--- src/rtl/opnd_pkg.sv ---
// Shared constants and types for the operand resolver.
// Assumes a 16-bit machine word and a 6-bit operand selector.
package opnd_pkg;
    localparam int WORD_W = 16;
    localparam int CODE_W = 6;
    localparam int RIDX_W = 4;

    typedef enum logic [1:0] {
        LOC_REG = 2'd0,
        LOC_MEM = 2'd1,
        LOC_LIT = 2'd2
    } loc_kind_e;

    typedef enum logic [1:0] {
        BASE_ZERO = 2'd0,
        BASE_GPR  = 2'd1,
        BASE_SP   = 2'd2
    } base_sel_e;

    typedef struct packed {
        loc_kind_e          kind;
        base_sel_e          base;
        logic               uses_next;
        logic               sp_pre_dec;
        logic               sp_post_inc;
        logic               addr_is_pc;
        logic [RIDX_W-1:0]  reg_idx;
        logic [WORD_W-1:0]  lit;
        logic               illegal;
    } mode_t;
endpackage

--- src/rtl/opnd_mode_decode.sv ---
// Classifies an operand selector into a mode record.
// Purely combinational; assumes the selector is exactly CODE_W bits.
module opnd_mode_decode
    import opnd_pkg::*;
(
    input  logic [CODE_W-1:0] code,
    input  logic              is_a,
    output mode_t             mode
);
    localparam logic [WORD_W-1:0] LIT_BIAS = WORD_W'(33);
    localparam logic [RIDX_W-1:0] IDX_SP   = RIDX_W'(8);
    localparam logic [RIDX_W-1:0] IDX_PC   = RIDX_W'(9);
    localparam logic [RIDX_W-1:0] IDX_EX   = RIDX_W'(10);

    // Decode selector groups into location kind and address recipe.
    always_comb begin
        mode       = '0;
        mode.kind  = LOC_MEM;
        mode.base  = BASE_ZERO;
        if (code[5]) begin
            mode.kind = LOC_LIT;
            if (is_a) begin
                mode.lit = WORD_W'(code) - LIT_BIAS;
            end else begin
                mode.illegal = 1'b1;
            end
        end else begin
            case (code[4:3])
                2'd0: begin
                    mode.kind    = LOC_REG;
                    mode.reg_idx = RIDX_W'(code[2:0]);
                end
                2'd1: begin
                    mode.base    = BASE_GPR;
                    mode.reg_idx = RIDX_W'(code[2:0]);
                end
                2'd2: begin
                    mode.base      = BASE_GPR;
                    mode.reg_idx   = RIDX_W'(code[2:0]);
                    mode.uses_next = 1'b1;
                end
                default: begin
                    case (code[2:0])
                        3'd0: begin
                            mode.base        = BASE_SP;
                            mode.sp_pre_dec  = !is_a;
                            mode.sp_post_inc = is_a;
                        end
                        3'd1: mode.base = BASE_SP;
                        3'd2: begin
                            mode.base      = BASE_SP;
                            mode.uses_next = 1'b1;
                        end
                        3'd3: begin
                            mode.kind    = LOC_REG;
                            mode.reg_idx = IDX_SP;
                        end
                        3'd4: begin
                            mode.kind    = LOC_REG;
                            mode.reg_idx = IDX_PC;
                        end
                        3'd5: begin
                            mode.kind    = LOC_REG;
                            mode.reg_idx = IDX_EX;
                        end
                        3'd6: mode.uses_next = 1'b1;
                        default: begin
                            mode.uses_next  = 1'b1;
                            mode.addr_is_pc = 1'b1;
                        end
                    endcase
                end
            endcase
        end
    end
endmodule

--- src/rtl/opnd_loc_calc.sv ---
// Computes the location value and the updated PC and SP from a mode record.
// Assumes the extension word arrives combinationally for address pc.
module opnd_loc_calc
    import opnd_pkg::*;
(
    input  mode_t              mode,
    input  logic [WORD_W-1:0]  pc,
    input  logic [WORD_W-1:0]  sp,
    input  logic [WORD_W-1:0]  gpr_val,
    input  logic [WORD_W-1:0]  next_word,
    output logic [WORD_W-1:0]  rd_addr,
    output logic [WORD_W-1:0]  loc_value,
    output logic [WORD_W-1:0]  pc_next,
    output logic [WORD_W-1:0]  sp_next
);
    logic [WORD_W-1:0] sp_dec, sp_inc, sp_eff, base, offset, addr;

    assign rd_addr = pc;

    // Form the effective memory address from base and optional offset.
    always_comb begin
        sp_dec = sp - WORD_W'(1);
        sp_inc = sp + WORD_W'(1);
        sp_eff = mode.sp_pre_dec ? sp_dec : sp;
        case (mode.base)
            BASE_GPR: base = gpr_val;
            BASE_SP:  base = sp_eff;
            default:  base = '0;
        endcase
        offset = mode.uses_next ? next_word : '0;
        addr   = mode.addr_is_pc ? pc : base + offset;
    end

    // Select the reported value by location kind.
    always_comb begin
        case (mode.kind)
            LOC_REG: loc_value = WORD_W'(mode.reg_idx);
            LOC_MEM: loc_value = addr;
            default: loc_value = mode.lit;
        endcase
    end

    // Side effects on the working pointers.
    always_comb begin
        pc_next = pc + WORD_W'(mode.uses_next);
        if (mode.sp_pre_dec)       sp_next = sp_dec;
        else if (mode.sp_post_inc) sp_next = sp_inc;
        else                       sp_next = sp;
    end
endmodule

--- src/rtl/opnd_resolver.sv ---
// Top: resolves one operand per request and registers the result.
// Assumes mem_rdata is a combinational function of mem_addr.
module opnd_resolver
    import opnd_pkg::*;
#(
    parameter int NUM_GPR = 8,
    parameter int DW      = WORD_W,
    localparam int GIW    = $clog2(NUM_GPR)
) (
    input  logic                clk,
    input  logic                rst_n,
    input  logic                req_valid,
    input  logic [CODE_W-1:0]   op_code,
    input  logic                is_a,
    input  logic [DW-1:0]       pc_in,
    input  logic [DW-1:0]       sp_in,
    input  logic [NUM_GPR*DW-1:0] gpr_flat,
    output logic [DW-1:0]       mem_addr,
    input  logic [DW-1:0]       mem_rdata,
    output logic                res_valid,
    output logic [1:0]          loc_kind,
    output logic [DW-1:0]       loc_value,
    output logic                writable,
    output logic [DW-1:0]       pc_out,
    output logic [DW-1:0]       sp_out,
    output logic                err
);
    mode_t         mode;
    logic [DW-1:0] gpr [NUM_GPR];
    logic [DW-1:0] gpr_val, val_c, pc_c, sp_c;

    // Unpack the flat register bus.
    for (genvar g = 0; g < NUM_GPR; g++) begin : g_unpack
        assign gpr[g] = gpr_flat[g*DW +: DW];
    end
    assign gpr_val = gpr[mode.reg_idx[GIW-1:0]];

    opnd_mode_decode u_dec (
        .code (op_code),
        .is_a (is_a),
        .mode (mode)
    );

    opnd_loc_calc u_calc (
        .mode      (mode),
        .pc        (pc_in),
        .sp        (sp_in),
        .gpr_val   (gpr_val),
        .next_word (mem_rdata),
        .rd_addr   (mem_addr),
        .loc_value (val_c),
        .pc_next   (pc_c),
        .sp_next   (sp_c)
    );

    // Register the resolved location on each request.
    always_ff @(posedge clk) begin
        if (!rst_n) begin
            res_valid <= 1'b0;
            loc_kind  <= '0;
            loc_value <= '0;
            writable  <= 1'b0;
            pc_out    <= '0;
            sp_out    <= '0;
            err       <= 1'b0;
        end else begin
            res_valid <= req_valid;
            if (req_valid) begin
                loc_kind  <= mode.kind;
                loc_value <= val_c;
                writable  <= (mode.kind != LOC_LIT);
                pc_out    <= pc_c;
                sp_out    <= sp_c;
                err       <= mode.illegal;
            end
        end
    end

    // Literal locations never accept writes.
    assert_lit_readonly_R9: assert property (@(posedge clk) disable iff (!rst_n)
        res_valid && loc_kind == 2'd2 |-> !writable);

    // An illegal selector leaves both pointers as presented.
    assert_err_keeps_ptrs_R10: assert property (@(posedge clk) disable iff (!rst_n)
        $rose(req_valid) || req_valid |=> (err && res_valid) ->
            (pc_out == $past(pc_in) && sp_out == $past(sp_in)));

    // Errors only arise from side-b literal-range selectors.
    assert_err_source_R10: assert property (@(posedge clk) disable iff (!rst_n)
        req_valid |=> err == (!$past(is_a) && $past(op_code) >= 6'h20));

    // PC advances by at most one word per operand.
    assert_pc_step_R3: assert property (@(posedge clk) disable iff (!rst_n)
        req_valid |=> (pc_out == $past(pc_in)) || (pc_out == $past(pc_in) + 16'd1));

    // SP moves by at most one, and only for the stack selector.
    assert_sp_step_R4: assert property (@(posedge clk) disable iff (!rst_n)
        req_valid && op_code != 6'h18 |=> sp_out == $past(sp_in));

    // A result is flagged only after a request.
    assert_valid_follows_req_R11: assert property (@(posedge clk) disable iff (!rst_n)
        !req_valid |=> !res_valid);
endmodule

--- config.mk ---
export PLATFORM = sky130hd
export DESIGN_NAME = opnd_resolver
export DESIGN_NICKNAME = d
export VERILOG_FILES = /design/src/rtl/opnd_pkg.sv /design/src/rtl/opnd_mode_decode.sv /design/src/rtl/opnd_loc_calc.sv /design/src/rtl/opnd_resolver.sv
export SDC_FILE = /design/constraint.sdc
export NUM_CORES = 1
export LEC_CHECK = 0
export ABC_AREA = 1
export BUFFER_PORTS_ARGS = -buffer_cell sky130_fd_sc_hd__buf_2
export CORE_MARGIN = 5
export CORE_UTILIZATION = 45
export CTS_BUF_LIST = sky130_fd_sc_hd__clkbuf_8
export CTS_CLUSTER_DIAMETER = 60
export DETAILED_ROUTE_END_ITERATION = 8
export PLACE_DENSITY_LB_ADDON = 0.1
export REMOVE_ABC_BUFFERS = 1
export SETUP_SLACK_MARGIN = 0.05
export SLEW_MARGIN = 10
export SYNTH_ARGS = -nofsm -noshare
export SYNTH_HDL_FRONTEND = slang
export SYNTH_SLANG_ARGS = --single-unit
--- constraint.sdc ---
create_clock -name clk -period 3.9 [get_ports clk]
set_input_delay 0.585 -clock clk [delete_from_list [all_inputs] [get_ports clk]]
set_output_delay 0.585 -clock clk [all_outputs]
set_load 0.02 [all_outputs]
==> flow_summary.toml <==
[outcome]
status = "finished, final reports clean"

[power]
ir_worst_vdd_uv = 153
leakage_nw = 3.91
finalPower_mw = 1.66
power_density_nw_per_um2 = 223

[clock_tree]
cts-root-buf = "clkbuf_8"
numCtsBuffers = 5
cts_tree = "yes"
clock-sinks = 53
clk_latency_ns = 0.32
clk_pin_slew_ns = 0.11
htreeDepth = 2
cts.path.max_buffers = 2

[sta]
period_share_pct = 93.1
final.setup_skew_ns = 0
worst_slack_ns = 0.268
worstMarginPinSlew_ns = 0.922
maxSlewHeadroom_pct = 38.5
rsz0062_at_grt = "no"
setup_viol = 0
fmax_mhz = 275
finalCriticalPeriod_ns = 3.63
finalSetupTns_ns = 0
finalMaxSlewViolations = 0
finalHoldViolations = 0

[global_routing]
grt_antenna_before_repair = 2
overflow = 0
grt_pass1_wl_um = 34500
grt_pass1_vias = 6911
grt_start_max_net_pins = 64
track_usage_pct = 28.9

[synth]
syn_avg_cell_area_um2 = 5.96
synthFlopType = "dfxtp_1"
synthTopCellsByCount = "nand2_1, nor2_1, o21ai_0"
synth_edf_count = 0
ys_seq_area_share_pct = 18.7
async_flop_share_pct = 0
synth_area_um2 = 5680
yosysTopAreaCell = "dfxtp_1"
netlist.area_leader.share_pct = 18.7
ys_ff_latch = 53
yosys_warnings = 0
synth_most_common_cell = "nand2_1"
ys_top_cells_by_area = "dfxtp_1, o21ai_0, nand2_1"
yosysUniqueCellTypes = 49
synth_cells = 954

[worst_setup_path]
cp_max_fo = 24
worst_path_most_repeated_cell = "nand2_1"
reg2reg_from = "sp_out[12]"
critPathTopFamily = "compound AO/OA/AOI/OAI gates"
r2r_slack_ns = 3.17
critical_path.startpoint = "op_code[1]"
slowest_stage = "fa_1"
r2r_cells = 2
path_cells = "buf_2 > inv_1 > ha_1 > nand2_1 > nand2_1 > nand2_2 > inv_2 > buf_12 > nand2_1 > a32o_1 > nand2_1 > o311ai_1 > o21ai_1 > inv_1 > fa_1 > o21ai_2 > a21oi_1 > o21ai_1 > nand2_1 > nand2_1 > xor2_1 > o21ai_1 > a21oi_1"
timing.rr.end = "sp_out[12]"
critPathMaxStageDelay_ns = 0.45
crit_type = "in2reg"
end_kind = "flip-flop"
cp-endpoint = "loc_value[10]"
worst_setup_path_start_kind = "primary input"
path_depth = 23
path_buf_inv = 5
required_ns = 4.15
cp_data_arrival_time_ns = 3.89

[placed_design]
place.gp.congestion = 0.981
portBuffers = 254
pre_cts_ws_ns = -0.0466
hpwlAfterDp_um = 18300

[floorplanning]
die_w_um = 122
core_um2 = 12500
ios = 255
rows = 41
die-area_um2 = 15000
die_h_um = 122
initial_core_util_pct = 45.4

[layout]
drive_above_1_share_pct = 29.0
finalNetCount = 1418
syn_to_final_growth_pct = 31.0

[route]
drt_first_pass_iters = 5
drtIter0Drc = 484
num_vias = 7330
routedWlPerCell_um = 16.3
ant_nets = 0
drc = 0
routed_wl_um = 22500
via_per_inst = 5.31

[flow_run]
maxCapViolCount = 0

[worst_hold_path]
holdPathStages = 2
hp-class = "reg2reg"
cell usage in the layout, fill, tap and decap left out, types with 5 or more instances in the layout:
| master | count |
|---|---|
| buf_2 | 254 |
| nand2_1 | 141 |
| nor2_1 | 140 |
| o21ai_0 | 109 |
| inv_1 | 100 |
| a21oi_1 | 68 |
| nand3_1 | 64 |
| dfxtp_1 | 53 |
| buf_4 | 51 |
| xor2_1 | 26 |
| o21ai_1 | 26 |
| ha_1 | 25 |
| o221ai_1 | 16 |
| a31oi_1 | 15 |
| nor3_1 | 13 |
| inv_2 | 11 |
| o211ai_1 | 9 |
| a32o_1 | 8 |
| nand4_1 | 6 |
| o31ai_1 | 6 |
| clkbuf_8 | 5 |
| buf_12 | 5 |
report_power, final:
part,switching [mW],internal [mW],leakage (nW)
clock network,0.227,0.132,0.0423
logic,0.428,0.280,3.42
registers,0.0185,0.579,0.440
total,0.673,0.990,3.91
area by class of cell:
| cell class | instances | area, um2 |
|---|---|---|
| Fill cell | 1359 | 5070 |
| Multi-Input combinational cell | 723 | 3890 |
| Timing Repair Buffer | 310 | 1750 |
| Sequential cell | 53 | 1060 |
| Inverter | 112 | 420 |
| Tap cell | 172 | 215 |
| Clock buffer | 5 | 68.8 |
| Clock inverter | 3 | 26.3 |
| Antenna cell | 2 | 5.00 |
cells by family (layout without fill, tap and decap cells):
| group | after synthesis | in the layout | share of synthesized area (%) |
|---|---|---|---|
| buffers and inverters | 178 | 430 | 13.2 |
| AOI/OAI and AO/OA | 282 | 282 | 29.0 |
| xor gates and xnor gates | 29 | 29 | 4.47 |
| adders and majority gates | 27 | 27 | 6.08 |
| and+or+nand+nor | 385 | 385 | 28.7 |
| other | 0 | 2 | 0 |
| DFF | 53 | 53 | 18.7 |
worst min-delay path, stage by stage, from the launching register on:
cell,delay (ns)
dfxtp_1,0.33
nand2_1,0.06
a21oi_1,0.05
worst min-delay path by stage:
stage                start           to  slack, ns
4_1_cts        loc_kind[1]  loc_kind[1]       0.47
6_report       loc_kind[1]  loc_kind[1]       0.47
3_5_place_dp   loc_kind[1]  loc_kind[1]       0.46
3_3_place_gp           err          err       0.45
2_1_floorplan  loc_kind[1]  loc_kind[1]       0.54
5_1_grt                err          err       0.51
per-stage QoR:
step	util [%]	cell area, um2	instances	hold WS (ns)
2_1_floorplan	-	5360	888	0.541
3_3_place_gp	58.6	7330	1370	0.452
3_5_place_dp	58.6	7330	1370	0.456
4_1_cts	59.4	7430	1378	0.472
5_1_grt	59.5	7440	1380	0.510
6_report	59.5	7440	1380	0.472
timing repair:
item                                   4_1_cts  5_1_grt
setup endpoints to repair                    0        8
endpoints found under the hold margin        0        0
setup buffers                                0        0
hold buffers                                 0        0
resized for setup                            0        4
flip-flops by register name, summed over array words and instances, names as in the netlist:
| name | count |
|---|---|
| loc_value | 16 |
| pc_out | 16 |
| sp_out | 16 |
| loc_kind | 2 |
| err | 1 |
| res_valid | 1 |
| writable | 1 |
per-layer routing:
metal / global-route usage [%] / part of all wire [%] / vias up
li1: - / - / 3725
met1: 37.0 / 43 / 3297
met2: 49.5 / 46 / 275
met3: 4.70 / 7.3 / 33
met4: 9.59 / 2.9 / 0
met5: 0 / 0 / -
(Power assumes the default switching activity.)
